===== src/rtl/pxr_pkg.sv =====
package pxr_pkg;

  typedef enum logic [2:0] {
    RC_ACTIVE     = 3'd0,
    RC_BUFFER     = 3'd1,
    RC_DARK       = 3'd2,
    RC_DARK_DUMMY = 3'd3,
    RC_MONITOR    = 3'd4,
    RC_DUMMY      = 3'd5,
    RC_VIRTUAL    = 3'd6
  } regionE;

  localparam int COL_SEGS = 14;
  localparam int ROW_SEGS = 8;

  typedef int unsigned colLenA  [COL_SEGS];
  typedef logic [2:0]  colCodeA [COL_SEGS];
  typedef int unsigned rowLenA  [ROW_SEGS];
  typedef logic [2:0]  rowCodeA [ROW_SEGS];

  // Horizontal readout order within one line
  localparam colLenA DEF_COL_LEN = '{4, 8, 1, 5, 5, 20, 3326, 20, 8, 39, 6, 3, 1, 2};
  localparam colCodeA DEF_COL_CODE = '{
    RC_VIRTUAL, RC_DUMMY, RC_MONITOR, RC_DUMMY, RC_DARK_DUMMY, RC_BUFFER, RC_ACTIVE,
    RC_BUFFER, RC_DARK_DUMMY, RC_DARK, RC_DARK_DUMMY, RC_DUMMY, RC_MONITOR, RC_DUMMY};

  // Vertical readout order within one frame
  localparam rowLenA DEF_ROW_LEN = '{8, 12, 6, 20, 2504, 20, 3, 1};
  localparam rowCodeA DEF_ROW_CODE = '{
    RC_DARK_DUMMY, RC_DARK, RC_DARK_DUMMY, RC_BUFFER, RC_ACTIVE, RC_BUFFER,
    RC_DARK_DUMMY, RC_MONITOR};

  // Strobes from control to datapath
  typedef struct packed {
    logic take;      // a sample is present
    logic newLine;   // column restarts
    logic newFrame;  // row restarts
  } ctrlS;

  function automatic int unsigned colTotal(colLenA a);
    int unsigned s = 0;
    for (int i = 0; i < COL_SEGS; i++) s += a[i];
    return s;
  endfunction

  function automatic int unsigned rowTotal(rowLenA a);
    int unsigned s = 0;
    for (int i = 0; i < ROW_SEGS; i++) s += a[i];
    return s;
  endfunction

endpackage


===== src/rtl/pxrSegLookup.sv =====
module pxrSegLookup #(
  parameter int          N     = 1,
  parameter int unsigned LEN  [N] = '{default: 1},
  parameter logic [2:0]  CODE [N] = '{default: 3'd5},
  parameter int          IDX_W = 1
) (
  input  logic [IDX_W-1:0] idx,
  output logic [2:0]       code,
  output logic             outOfRange
);

  function automatic int unsigned startOf(int k);
    int unsigned s = 0;
    for (int i = 0; i < k; i++) s += LEN[i];
    return s;
  endfunction

  localparam int unsigned TOTAL = startOf(N);

  logic [N-1:0] hit;
  logic [31:0]  idxWide;

  assign idxWide = 32'(idx);

  for (genvar g = 0; g < N; g++) begin : g_seg
    localparam int unsigned SEG_START = startOf(g);
    localparam int unsigned SEG_END   = SEG_START + LEN[g];
    assign hit[g] = (idxWide >= SEG_START) && (idxWide < SEG_END);
  end

  always_comb begin
    code = '0;
    for (int i = 0; i < N; i++) begin
      if (hit[i]) code = code | CODE[i];
    end
  end

  assign outOfRange = idxWide >= TOTAL;

endmodule


===== src/rtl/pxrCtrl.sv =====
module pxrCtrl
  import pxr_pkg::*;
(
  input  logic pixValid,
  input  logic lineStart,
  input  logic frameStart,
  output ctrlS strobe
);

  // A frame start always opens a line as well
  always_comb begin
    strobe.take     = pixValid;
    strobe.newLine  = lineStart | frameStart;
    strobe.newFrame = frameStart;
  end

endmodule


===== src/rtl/pxrDatapath.sv =====
module pxrDatapath
  import pxr_pkg::*;
#(
  parameter colLenA  COL_LEN  = DEF_COL_LEN,
  parameter colCodeA COL_CODE = DEF_COL_CODE,
  parameter rowLenA  ROW_LEN  = DEF_ROW_LEN,
  parameter rowCodeA ROW_CODE = DEF_ROW_CODE,
  parameter int      COL_W    = 12,
  parameter int      ROW_W    = 12
) (
  input  logic             clk,
  input  logic             rstN,
  input  ctrlS             strobe,
  output logic             outValid,
  output logic [2:0]       regionCode,
  output logic [ROW_W-1:0] rowIdx,
  output logic [COL_W-1:0] colIdx,
  output logic             activeFlag,
  output logic             darkRefFlag,
  output logic             overflowSticky
);

  localparam logic [COL_W-1:0] COL_SAT = '1;
  localparam logic [ROW_W-1:0] ROW_SAT = '1;

  logic [COL_W-1:0] colCnt, curCol;
  logic [ROW_W-1:0] rowCnt, curRow;
  logic [2:0]       colCode, rowCode, merged;
  logic             colOor, rowOor, anyOor;

  // Position of the sample in this cycle
  always_comb begin
    curCol = strobe.newLine ? '0 : colCnt;
    if (strobe.newFrame)                         curRow = '0;
    else if (strobe.newLine && rowCnt != ROW_SAT) curRow = rowCnt + 1'b1;
    else                                         curRow = rowCnt;
  end

  always_ff @(posedge clk) begin
    if (!rstN) begin
      colCnt <= '0;
      rowCnt <= '0;
    end else begin
      if (strobe.newLine) rowCnt <= curRow;
      if (strobe.take)         colCnt <= (curCol == COL_SAT) ? curCol : curCol + 1'b1;
      else if (strobe.newLine) colCnt <= '0;
    end
  end

  pxrSegLookup #(
    .N(COL_SEGS), .LEN(COL_LEN), .CODE(COL_CODE), .IDX_W(COL_W)
  ) u_colLookup (
    .idx(curCol), .code(colCode), .outOfRange(colOor)
  );

  pxrSegLookup #(
    .N(ROW_SEGS), .LEN(ROW_LEN), .CODE(ROW_CODE), .IDX_W(ROW_W)
  ) u_rowLookup (
    .idx(curRow), .code(rowCode), .outOfRange(rowOor)
  );

  // Higher code is the less image-like label and wins
  always_comb begin
    anyOor = colOor | rowOor;
    if (anyOor)                 merged = RC_DUMMY;
    else if (colCode > rowCode) merged = colCode;
    else                        merged = rowCode;
  end

  always_ff @(posedge clk) begin
    if (!rstN) begin
      outValid       <= 1'b0;
      regionCode     <= RC_DUMMY;
      rowIdx         <= '0;
      colIdx         <= '0;
      activeFlag     <= 1'b0;
      darkRefFlag    <= 1'b0;
      overflowSticky <= 1'b0;
    end else begin
      outValid <= strobe.take;
      if (strobe.take) begin
        regionCode     <= merged;
        rowIdx         <= curRow;
        colIdx         <= curCol;
        activeFlag     <= (merged == RC_ACTIVE);
        darkRefFlag    <= (merged == RC_DARK);
        overflowSticky <= overflowSticky | anyOor;
      end
    end
  end

  // output strobe follows the sample by one cycle
  a_r9_valid_follows: assert property (@(posedge clk) disable iff (!rstN)
    strobe.take |=> outValid);
  a_r9_idle_low: assert property (@(posedge clk) disable iff (!rstN)
    !strobe.take |=> !outValid);
  a_r9_hold: assert property (@(posedge clk) disable iff (!rstN)
    !strobe.take |=> ($stable(regionCode) && $stable(rowIdx) && $stable(colIdx)));

  // back-to-back samples in one line step the column by one
  a_r2_col_step: assert property (@(posedge clk) disable iff (!rstN)
    (outValid && strobe.take && !strobe.newLine && colIdx < COL_SAT - 1'b1)
      |=> colIdx == $past(colIdx) + 1'b1);

  // a frame start puts the sample on row zero
  a_r3_frame_zero: assert property (@(posedge clk) disable iff (!rstN)
    (strobe.take && strobe.newFrame) |=> rowIdx == '0);

  // out-of-frame samples are dummy and the flag never drops
  a_r8_oor_dummy: assert property (@(posedge clk) disable iff (!rstN)
    (strobe.take && (colOor || rowOor)) |=> (regionCode == RC_DUMMY && overflowSticky));
  a_r8_sticky: assert property (@(posedge clk) disable iff (!rstN)
    overflowSticky |=> overflowSticky);

  // the two flags are exclusive and tied to their codes
  a_r7_flags_exclusive: assert property (@(posedge clk) disable iff (!rstN)
    !(activeFlag && darkRefFlag));
  a_r7_dark_code: assert property (@(posedge clk) disable iff (!rstN)
    darkRefFlag |-> regionCode == RC_DARK);

endmodule


===== src/rtl/pixelRegionClassifier.sv =====
module pixelRegionClassifier
  import pxr_pkg::*;
#(
  parameter colLenA  COL_LEN  = DEF_COL_LEN,
  parameter colCodeA COL_CODE = DEF_COL_CODE,
  parameter rowLenA  ROW_LEN  = DEF_ROW_LEN,
  parameter rowCodeA ROW_CODE = DEF_ROW_CODE,
  localparam int     COL_W    = $clog2(colTotal(COL_LEN) + 2),
  localparam int     ROW_W    = $clog2(rowTotal(ROW_LEN) + 2)
) (
  input  logic             clk,
  input  logic             rstN,
  input  logic             pixValid,
  input  logic             lineStart,
  input  logic             frameStart,
  output logic             outValid,
  output logic [2:0]       regionCode,
  output logic [ROW_W-1:0] rowIdx,
  output logic [COL_W-1:0] colIdx,
  output logic             activeFlag,
  output logic             darkRefFlag,
  output logic             overflowSticky
);

  ctrlS strobe;

  pxrCtrl u_ctrl (
    .pixValid(pixValid), .lineStart(lineStart), .frameStart(frameStart),
    .strobe(strobe)
  );

  pxrDatapath #(
    .COL_LEN(COL_LEN), .COL_CODE(COL_CODE), .ROW_LEN(ROW_LEN), .ROW_CODE(ROW_CODE),
    .COL_W(COL_W), .ROW_W(ROW_W)
  ) u_datapath (
    .clk(clk), .rstN(rstN), .strobe(strobe),
    .outValid(outValid), .regionCode(regionCode), .rowIdx(rowIdx), .colIdx(colIdx),
    .activeFlag(activeFlag), .darkRefFlag(darkRefFlag), .overflowSticky(overflowSticky)
  );

endmodule


===== config.mk =====
export PLATFORM = sky130hd
export DESIGN_NAME = pixelRegionClassifier
export DESIGN_NICKNAME = d
export VERILOG_FILES = /design/src/rtl/pxr_pkg.sv /design/src/rtl/pxrSegLookup.sv /design/src/rtl/pxrCtrl.sv /design/src/rtl/pxrDatapath.sv /design/src/rtl/pixelRegionClassifier.sv
export SDC_FILE = /design/constraint.sdc
export NUM_CORES = 1
export LEC_CHECK = 0
export ABC_AREA = 1
export BUFFER_PORTS_ARGS = -buffer_cell sky130_fd_sc_hd__buf_2
export CAP_MARGIN = 10
export CORE_ASPECT_RATIO = 0.5
export CORE_MARGIN = 2
export CORE_UTILIZATION = 50
export DETAILED_ROUTE_END_ITERATION = 8
export GPL_ROUTABILITY_DRIVEN = 0
export PLACE_DENSITY = 0.73
export SETUP_SLACK_MARGIN = 0.2
export SYNTH_ARGS = -nofsm -noshare
export SYNTH_HDL_FRONTEND = slang
export SYNTH_SLANG_ARGS = --single-unit

===== constraint.sdc =====
create_clock -name clk -period 8.84 [get_ports clk]
set_input_delay 2.21 -clock clk [delete_from_list [all_inputs] [get_ports clk]]
set_output_delay 2.21 -clock clk [all_outputs]
set_load 0.005 [all_outputs]

==> flow_metrics.tcl, run 1 <==
set metrics [dict create \
    synth_seq_area_share 0.3111 \
    grt_pass1_wl_microns 14950 \
    placed_area_sq_mm 0.003750 \
    rr_worst_depth 26 \
    grt_setup_unrepaired "no" \
    p_per_area_mw_per_mm2 131.8 \
    hold_viol_final 0 \
    tns_ns 0 \
    dpl_worst_slack_ns 2.857 \
    p_leak_nw 1.836 \
    cts_resized 0 \
    drt_drc_violations_left 0 \
    synth_top_family_by_area "simple AND/OR/NAND/NOR gates" \
    synth_fa_ha_area_frac 0.02828 \
    io_buffer_count 35 \
    synthXorXnorAreaFrac 0.004949 \
    cp-start-kind "input port" \
    yosys.area_share.simple 0.4224 \
    startpoint "frameStart" \
    r2r_end "u_datapath.darkRefFlag" \
    ir_worst_vdd_uv 96.74 \
    path_clk_slew_ns 0.07 \
    post_drt_wl_per_cell_microns 12.48 \
    clkLatencyLatePin_ns 0.30 \
    die-area_sq_mm 0.007809 \
    cts_tree "built" \
    grt_start_max_net_pins 37 \
    io_pins 36 \
    gr-total-overflow 0 \
    drt_iter0_drc 207 \
    die_h_microns 63.50 \
    finalWirelength_microns 8377 \
    r2r_slack_ns 5.03 \
    yosys_warnings 0 \
    max_freq_mhz 175.3 \
    viasPerCell 5.271 \
    status "complete, no violations" \
    synth_mux_area_frac 0 \
    regArea_sq_mm 0.001101 \
    synth_compound_area_frac 0.1237 \
    synth_fp_nets 565 \
    multi_input_area_sq_mm 0.002051 \
    cts_made_buffers 5 \
    setup_ws_ns 3.137 \
    final_cell_mix "115 x nand2_1, 70 x nor2_1, 66 x inv_1" \
    post-dp-hpwl_microns 6219 \
    drt_first_pass_iters 5 \
    clock_path_buffers 2 \
    cts_setup_buffers 0 \
    crit_fanout 21 \
    fin_skew_ns 0.009706 \
    min_from "u_datapath.darkRefFlag" \
    area_growth_syn_to_layout_pct 10.29 \
    synth_seq_cells 55 \
    syn_area_per_cell_sq_um 6.412 \
    vias 3537 \
    timing.final.crit_share 0.6451 \
    rr_startpoint "u_datapath.rowCnt[0]" \
    grt_util_all_layers 0.2353 \
    nFillCells 689 \
    cap_viol_max_count 0 \
    final_common_cell "nand2_1" \
    cts_hold_buf 0 \
    root_buffer "clkbuf_16" \
    coreArea_sq_mm 0.006779 \
    slew_viol_final 0 \
    critPathKind "input port to flip-flop" \
    initial_core_util 0.5221 \
    setup_viol_count_final 0 \
    antenna_left 0 \
    fp.dieW_microns 123.0 \
    netlist_area_sq_mm 0.003540 \
    min_path_type "flip-flop to flip-flop" \
    fp-row-count 21 \
    first_global_vias 3265 \
    finalPower_w 0.0005145 \
    tightest_slew_ns 0.7100 \
    nets 591 \
    cp.required_ns 9.00 \
    cts_max_level 2 \
    slew_headroom 0.5261 \
    grt_antenna_before_repair 0 \
    drive_gt1_frac 0.1675 \
    final_area_sq_mm 0.003904 \
    synthCells 552 \
    endpoint_kind "flip-flop" \
    num_antenna_cells 0 \
    crit_arrival_ns 5.86 \
    crit_path_end "u_datapath.darkRefFlag" \
    final_util 0.5759 \
    synth_cell_type_count 39 \
    clock-sinks 55 \
    fin_crit_ns 5.703 \
]
[metal layers]
layer | track usage | routed length, microns | up-vias
met5 | 0 | 0 | -
met4 | 0.05966 | 46 | 0
met3 | 0.04620 | 378 | 4
met2 | 0.3729 | 3704 | 80
met1 | 0.3273 | 4247 | 1608
li1 | - | - | 1845
[Yosys cell counts, drive strengths merged]
master,count,area (sq um)
nand2,123,481.7
nor2,83,376.6
inv,80,300.3
nand3,63,395.4
dfxtp,55,1101
o21ai,40,204.0
a21oi,36,187.7
nand4,22,143.9
clkbuf,12,45.04
nor3,11,65.06
ha,8,100.1
buf,4,35.03
and3,2,12.51
clkinv,2,7.510
a211oi,1,7.510
a221oi,1,8.760
a31oi,1,6.260
and2,1,6.260
nand3b,1,7.510
nor4,1,6.260
o2111ai,1,8.760
o211ai,1,7.510
o31ai,1,7.510
xnor2,1,8.760
xor2,1,8.760
[report_power, final]
group / total (W) / internal [W] / switching, W
clock network: 0.000210 / 0.000108 / 0.000102
logic: 0.0000470 / 0.0000147 / 0.0000323
registers: 0.000257 / 0.000254 / 0.00000327
[sequential cells by signal (all words and copies together), names as in the netlist]
name                       cells
u_datapath.darkRefFlag         1
u_datapath.activeFlag          1
u_datapath.rowCnt             12
u_datapath.regionCode          3
u_datapath.rowIdx             12
u_datapath.overflowSticky      1
u_datapath.colCnt             12
u_datapath.outValid            1
u_datapath.colIdx             12
[how the worst min path moves through the flow]
stage                                     end  slack, ns  depth (start not counted)
floorplan           u_datapath.overflowSticky       0.46                          2
global placement    u_datapath.overflowSticky       0.44                          2
detailed placement   u_datapath.regionCode[0]       0.45                          2
CTS                     u_datapath.activeFlag       0.47                          2
global route         u_datapath.regionCode[2]       0.49                          2
finish                 u_datapath.darkRefFlag       0.47                          2
[layout make-up]
type | count | area share
clock buffer | 5 | 0.03205
clock inverter | 3 | 0.007372
inverter | 82 | 0.07885
multi-input combinational | 399 | 0.5253
sequential | 55 | 0.2821
tap | 92 | 0.02949
timing repair buffer | 35 | 0.04487
[cells by family (layout without fill, tap and decap cells)]
kind of cell,after synthesis,in the layout
buffers and inverters,98,125
adders and majority gates,8,8
and+or+nand+nor,307,307
xor gates and xnor gates,2,2
DFF,55,55
AOI/OAI and AO/OA,82,82
[worst max-delay path, stage by stage]
cell and delay, ns:
buf_2 0.14, inv_2 0.28, nand2_2 0.37, nor2_1 0.36
inv_1 0.14, ha_1 0.25, o21ai_1 0.24, nand4_1 0.14
and3_1 0.16, nand2_1 0.09, nand4_1 0.11, ha_1 0.31
nand2_1 0.05, nor2_1 0.08, a211oi_1 0.05, a31oi_1 0.18
inv_1 0.12, nor3_1 0.22, nor2_1 0.06, nand2_1 0.10
inv_1 0.05, nand4_1 0.09, a21oi_1 0.06
[stage by stage]
stage | hold slack [ns] | cells
after CTS | 0.4686 | 671
after floorplan | 0.4604 | 552
after global placement | 0.4446 | 663
final | 0.4654 | 671
after global routing | 0.4878 | 671
after detailed placement | 0.4547 | 663
Power figures use the tool's default switching activity.
==> inputs of run 2 (changes only) <==
- PLACE_DENSITY: 0.73 -> 0.76
- clock period: 8.84 -> 4.78 ns (I/O delays scaled with it)
==> flow_metrics.tcl, run 2 (synthesis gave the netlist of run 1 again) <==
set metrics [dict create \
    status "complete, no violations" \
    critPathMaxStageDelay_ns 0.28 \
    nets 594 \
    io_pins 36 \
    antenna_left 0 \
    grt_util_all_layers 0.2368 \
    hold_viol_final 0 \
    cap_viol_max_count 0 \
    slew_headroom 0.5115 \
    final_common_cell "nand2_1" \
    tightest_slew_ns 0.7319 \
    initial_core_util 0.5221 \
    fin_cells 674 \
    power.switching_w 0.0002570 \
    cts_tree "built" \
    slowest_stage "ha_1" \
    grt_start_max_net_pins 37 \
    dpl.cell_count 666 \
    grt.busiest_layer "met2" \
    final_cell_mix "115 x nand2_1, 70 x nor2_1, 66 x inv_1" \
    crit_fanout 18 \
    fin_crit_ns 4.076 \
    grt_setup_unrepaired "no" \
    drive_gt1_frac 0.1718 \
    setup_viol_count_final 0 \
    nFillCells 675 \
    drt_drc_violations_left 0 \
    slew_viol_final 0 \
    post-dp-hpwl_microns 6291 \
    cts_setup_buffers 0 \
    grt_use_met1 0.3196 \
    die_h_microns 63.50 \
    r2r_slack_ns 1.04 \
    grt_antenna_before_repair 0 \
    multi_input_area_sq_mm 0.002051 \
    endpoint_kind "flip-flop" \
    post_drt_wl_per_cell_microns 12.60 \
    io_buffer_count 35 \
    p_int_w 0.0007493 \
    num_antenna_cells 0 \
    pwr-share-clk 0.438 \
    cts_max_level 2 \
    clock_path_buffers 2 \
    pwr-share-comb 0.088 \
    regArea_sq_mm 0.001101 \
    finalWirelength_microns 8490 \
    cts_made_buffers 5 \
    fin_skew_ns 0.005602 \
    clkLatencyLatePin_ns 0.31 \
    fp-row-count 21 \
    gr-total-overflow 0 \
    met2_usage 0.3867 \
    drt_first_pass_iters 4 \
    ir_worst_vdd_uv 173.8 \
    cp.required_ns 4.94 \
    cts_hold_buf 0 \
    area_growth_syn_to_layout_pct 11.45 \
    fp.dieW_microns 123.0 \
    root_buffer "clkbuf_16" \
    clock-sinks 55 \
    min_path_type "flip-flop to flip-flop" \
    first_global_vias 3295 \
    critPathKind "input port to flip-flop" \
    p_sw_frac 0.2554 \
    vias 3528 \
    seqPwrFrac 0.473 \
    coreArea_sq_mm 0.006779 \
    cts_resized 0 \
    drt_iter0_drc 180 \
    use_met3 0.04891 \
    crit_arrival_ns 4.24 \
    cp-start-kind "input port" \
    viasPerCell 5.234 \
    grt_pass1_wl_microns 14990 \
    p_leak_nw 1.859 \
    path_clk_slew_ns 0.07 \
    tns_ns 0 \
    timing.final.crit_share 0.8526 \
    p_per_area_mw_per_mm2 255.1 \
    die-area_sq_mm 0.007809 \
    max_freq_mhz 245.4 \
]
==> run 2: stage by stage <==
stage                     instance area, sq um  worst slack [ns]  total power, W  hold WS, ns  utilization
after detailed placement                  3772            0.4162       0.0005752       0.4564       0.5565
final                                     3945            0.7044        0.001006       0.4703       0.5819
after CTS                                 3945            0.7349        0.001008       0.4704       0.5819
after global routing                      3945            0.2968        0.001040       0.4944       0.5819
after global placement                    3772            0.5304       0.0005740       0.4486       0.5565
after floorplan                           3540            0.7657       0.0005494       0.4604            -
==> run 2: power groups by stage <==
stage | clock network (W) | registers, W | logic, W
after floorplan | 0 | 0.000487 | 0.0000621
after global placement | 0 | 0.000487 | 0.0000873
after detailed placement | 0 | 0.000487 | 0.0000882
after CTS | 0.000443 | 0.000476 | 0.0000889
after global routing | 0.000461 | 0.000478 | 0.000102
final | 0.000441 | 0.000476 | 0.0000889
==> run 2: path summary, 6_finish.rpt <==
kind | cells past startpoint | from | end
worst max-delay path | 25 | lineStart | u_datapath.darkRefFlag
worst min-delay path | 2 | u_datapath.activeFlag | u_datapath.activeFlag
worst max register to register | 26 | u_datapath.rowCnt[0] | u_datapath.darkRefFlag
worst min register to register | 2 | u_datapath.activeFlag | u_datapath.activeFlag
==> run 2: cell type report <==
cell class              instances  area share
multi-input cells             399      0.5198
flip-flops and latches         55      0.2791
inverters                      82     0.07802
repair buffers                 38     0.05011
clock buffers                   5     0.03172
well taps                      92     0.02918
clock inverters                 3     0.01205
==> run 2: routing by layer <==
metal / vias up / share of wire
li1: 1854 / -
met1: 1589 / 0.50
met2: 76 / 0.44
met3: 9 / 0.045
met4: 0 / 0.010
met5: - / 0
==> run 2: critical path: cells and delay by family <==
| family | cells | cell delay, ns |
|---|---|---|
| compound gates | 3 | 0.30 |
| simple gates | 15 | 1.77 |
| fa+ha+maj | 1 | 0.28 |
| buf+inv | 6 | 0.68 |
==> inputs of run 3 (changes only) <==
- CELL_PAD_IN_SITES_DETAIL_PLACEMENT: not set -> 0
- CELL_PAD_IN_SITES_GLOBAL_PLACEMENT: not set -> 1
- CORE_UTILIZATION: 50 -> 38
- PLACE_DENSITY: 0.76 -> 0.81
==> flow_metrics.tcl, run 3 (synthesis gave the netlist of run 1 again) <==
set metrics [dict create \
    viasPerCell 5.031 \
    cap_viol_max_count 0 \
    clkLatencyLatePin_ns 0.30 \
    drt_iter0_drc 181 \
    drt_drc_violations_left 0 \
    min_path_type "flip-flop to flip-flop" \
    drt_first_pass_iters 5 \
    nets 599 \
    die_h_microns 72.25 \
    gr-total-overflow 0 \
    crit_family "simple AND/OR/NAND/NOR gates" \
    initial_core_util 0.3982 \
    finalWirelength_microns 9186 \
    fin_crit_ns 4.070 \
    min_from "u_datapath.overflowSticky" \
    ir_worst_vdd_uv 146.8 \
    p_leak_nw 1.864 \
    slew_headroom 0.4711 \
    hold_viol_final 0 \
    area_growth_syn_to_layout_pct 12.62 \
    rr_startpoint "u_datapath.rowCnt[0]" \
    crit_fanout 20 \
    grt_antenna_before_repair 0 \
    grt_start_max_net_pins 37 \
    vias 3542 \
    endpoint_kind "flip-flop" \
    cts_max_level 2 \
    fp-row-count 24 \
    die-area_sq_mm 0.01015 \
    io_pins 36 \
    coreArea_sq_mm 0.008889 \
    cp.required_ns 4.93 \
    root_buffer "clkbuf_16" \
    first_global_vias 3238 \
    fin_skew_ns 0.007214 \
    tightest_slew_ns 0.7925 \
    cts_tree "built" \
    dpl_worst_slack_ns 0.4245 \
    tns_ns 0 \
    cts_hold_buf 0 \
    num_antenna_cells 0 \
    grt_pass1_wl_microns 15620 \
    crit_arrival_ns 4.22 \
    io_buffer_count 35 \
    timing.final.crit_share 0.8516 \
    post_drt_wl_per_cell_microns 13.05 \
    max_freq_mhz 245.7 \
    post-dp-hpwl_microns 6829 \
    grt_setup_unrepaired "no" \
    setup_viol_count_final 0 \
    highest_layer "met4" \
    clock_path_buffers 2 \
    cts_setup_buffers 0 \
    antenna_left 0 \
    startpoint "lineStart" \
    grt_util_all_layers 0.1880 \
    routed-wl-met2_microns 4037 \
    p_per_area_mw_per_mm2 235.5 \
    status "complete, no violations" \
    fp.dieW_microns 140.5 \
    slowest_stage "buf_4" \
    final_cell_mix "115 x nand2_1, 70 x nor2_1, 66 x inv_1" \
    cts_resized 0 \
    final_util 0.4485 \
    final_common_cell "nand2_1" \
    clock-sinks 55 \
    path_clk_slew_ns 0.07 \
    met1_length_microns 4645 \
    critPathMaxStageDelay_ns 0.30 \
    cp-start-kind "input port" \
    setup_ws_ns 0.7095 \
    critPathKind "input port to flip-flop" \
    cp_num_buf_inv 7 \
    slew_viol_final 0 \
    wl_met3_microns 439 \
    cts_made_buffers 5 \
    drive_gt1_frac 0.1789 \
]
==> run 3: through the flow <==
stage,area (sq um),hold WS (ns),total power (W),std cells
finish,3986,0.4623,0.0009386,704
global route,3986,0.4860,0.0009794,704
CTS,3986,0.4683,0.0009497,704
detailed placement,3841,0.4515,0.0005796,696
global placement,3841,0.4467,0.0005789,696
floorplan,3540,0.4604,0.0005494,552
==> run 3: worst paths after layout <==
| check | cells past startpoint | slack [ns] | endpoint |
|---|---|---|---|
| max | 27 | 0.71 | u_datapath.darkRefFlag |
| max reg2reg | 26 | 1.05 | u_datapath.darkRefFlag |
| min reg2reg | 2 | 0.46 | u_datapath.overflowSticky |
| min | 2 | 0.46 | u_datapath.overflowSticky |
==> run 3: report_power, final <==
group	switching (W)	internal (W)
Sequential	0.00000636	0.000470
Clock	0.000176	0.000194
Combinational	0.0000626	0.0000297
Total	0.000245	0.000693
==> run 3: cell type report <==
type                    count  area (sq um)
clock inverters             3         20.02
well taps                 117         146.4
flip-flops and latches     55          1101
repair buffers             43         235.2
clock buffers               5         125.1
multi-input cells         399          2051
fillers                   952          4902
inverters                  82         307.8
==> run 3: per-layer routing <==
layer  vias up  GRT usage
li1       1867          -
met1      1599     0.2549
met2        69     0.3181
met3         7    0.03762
met4         0    0.03556
met5         -          0
==> run 3: worst min-delay path, stage by stage (launching register included) <==
cell and delay [ns]:
dfxtp_1 0.32, a21oi_1 0.04, nor2_1 0.07
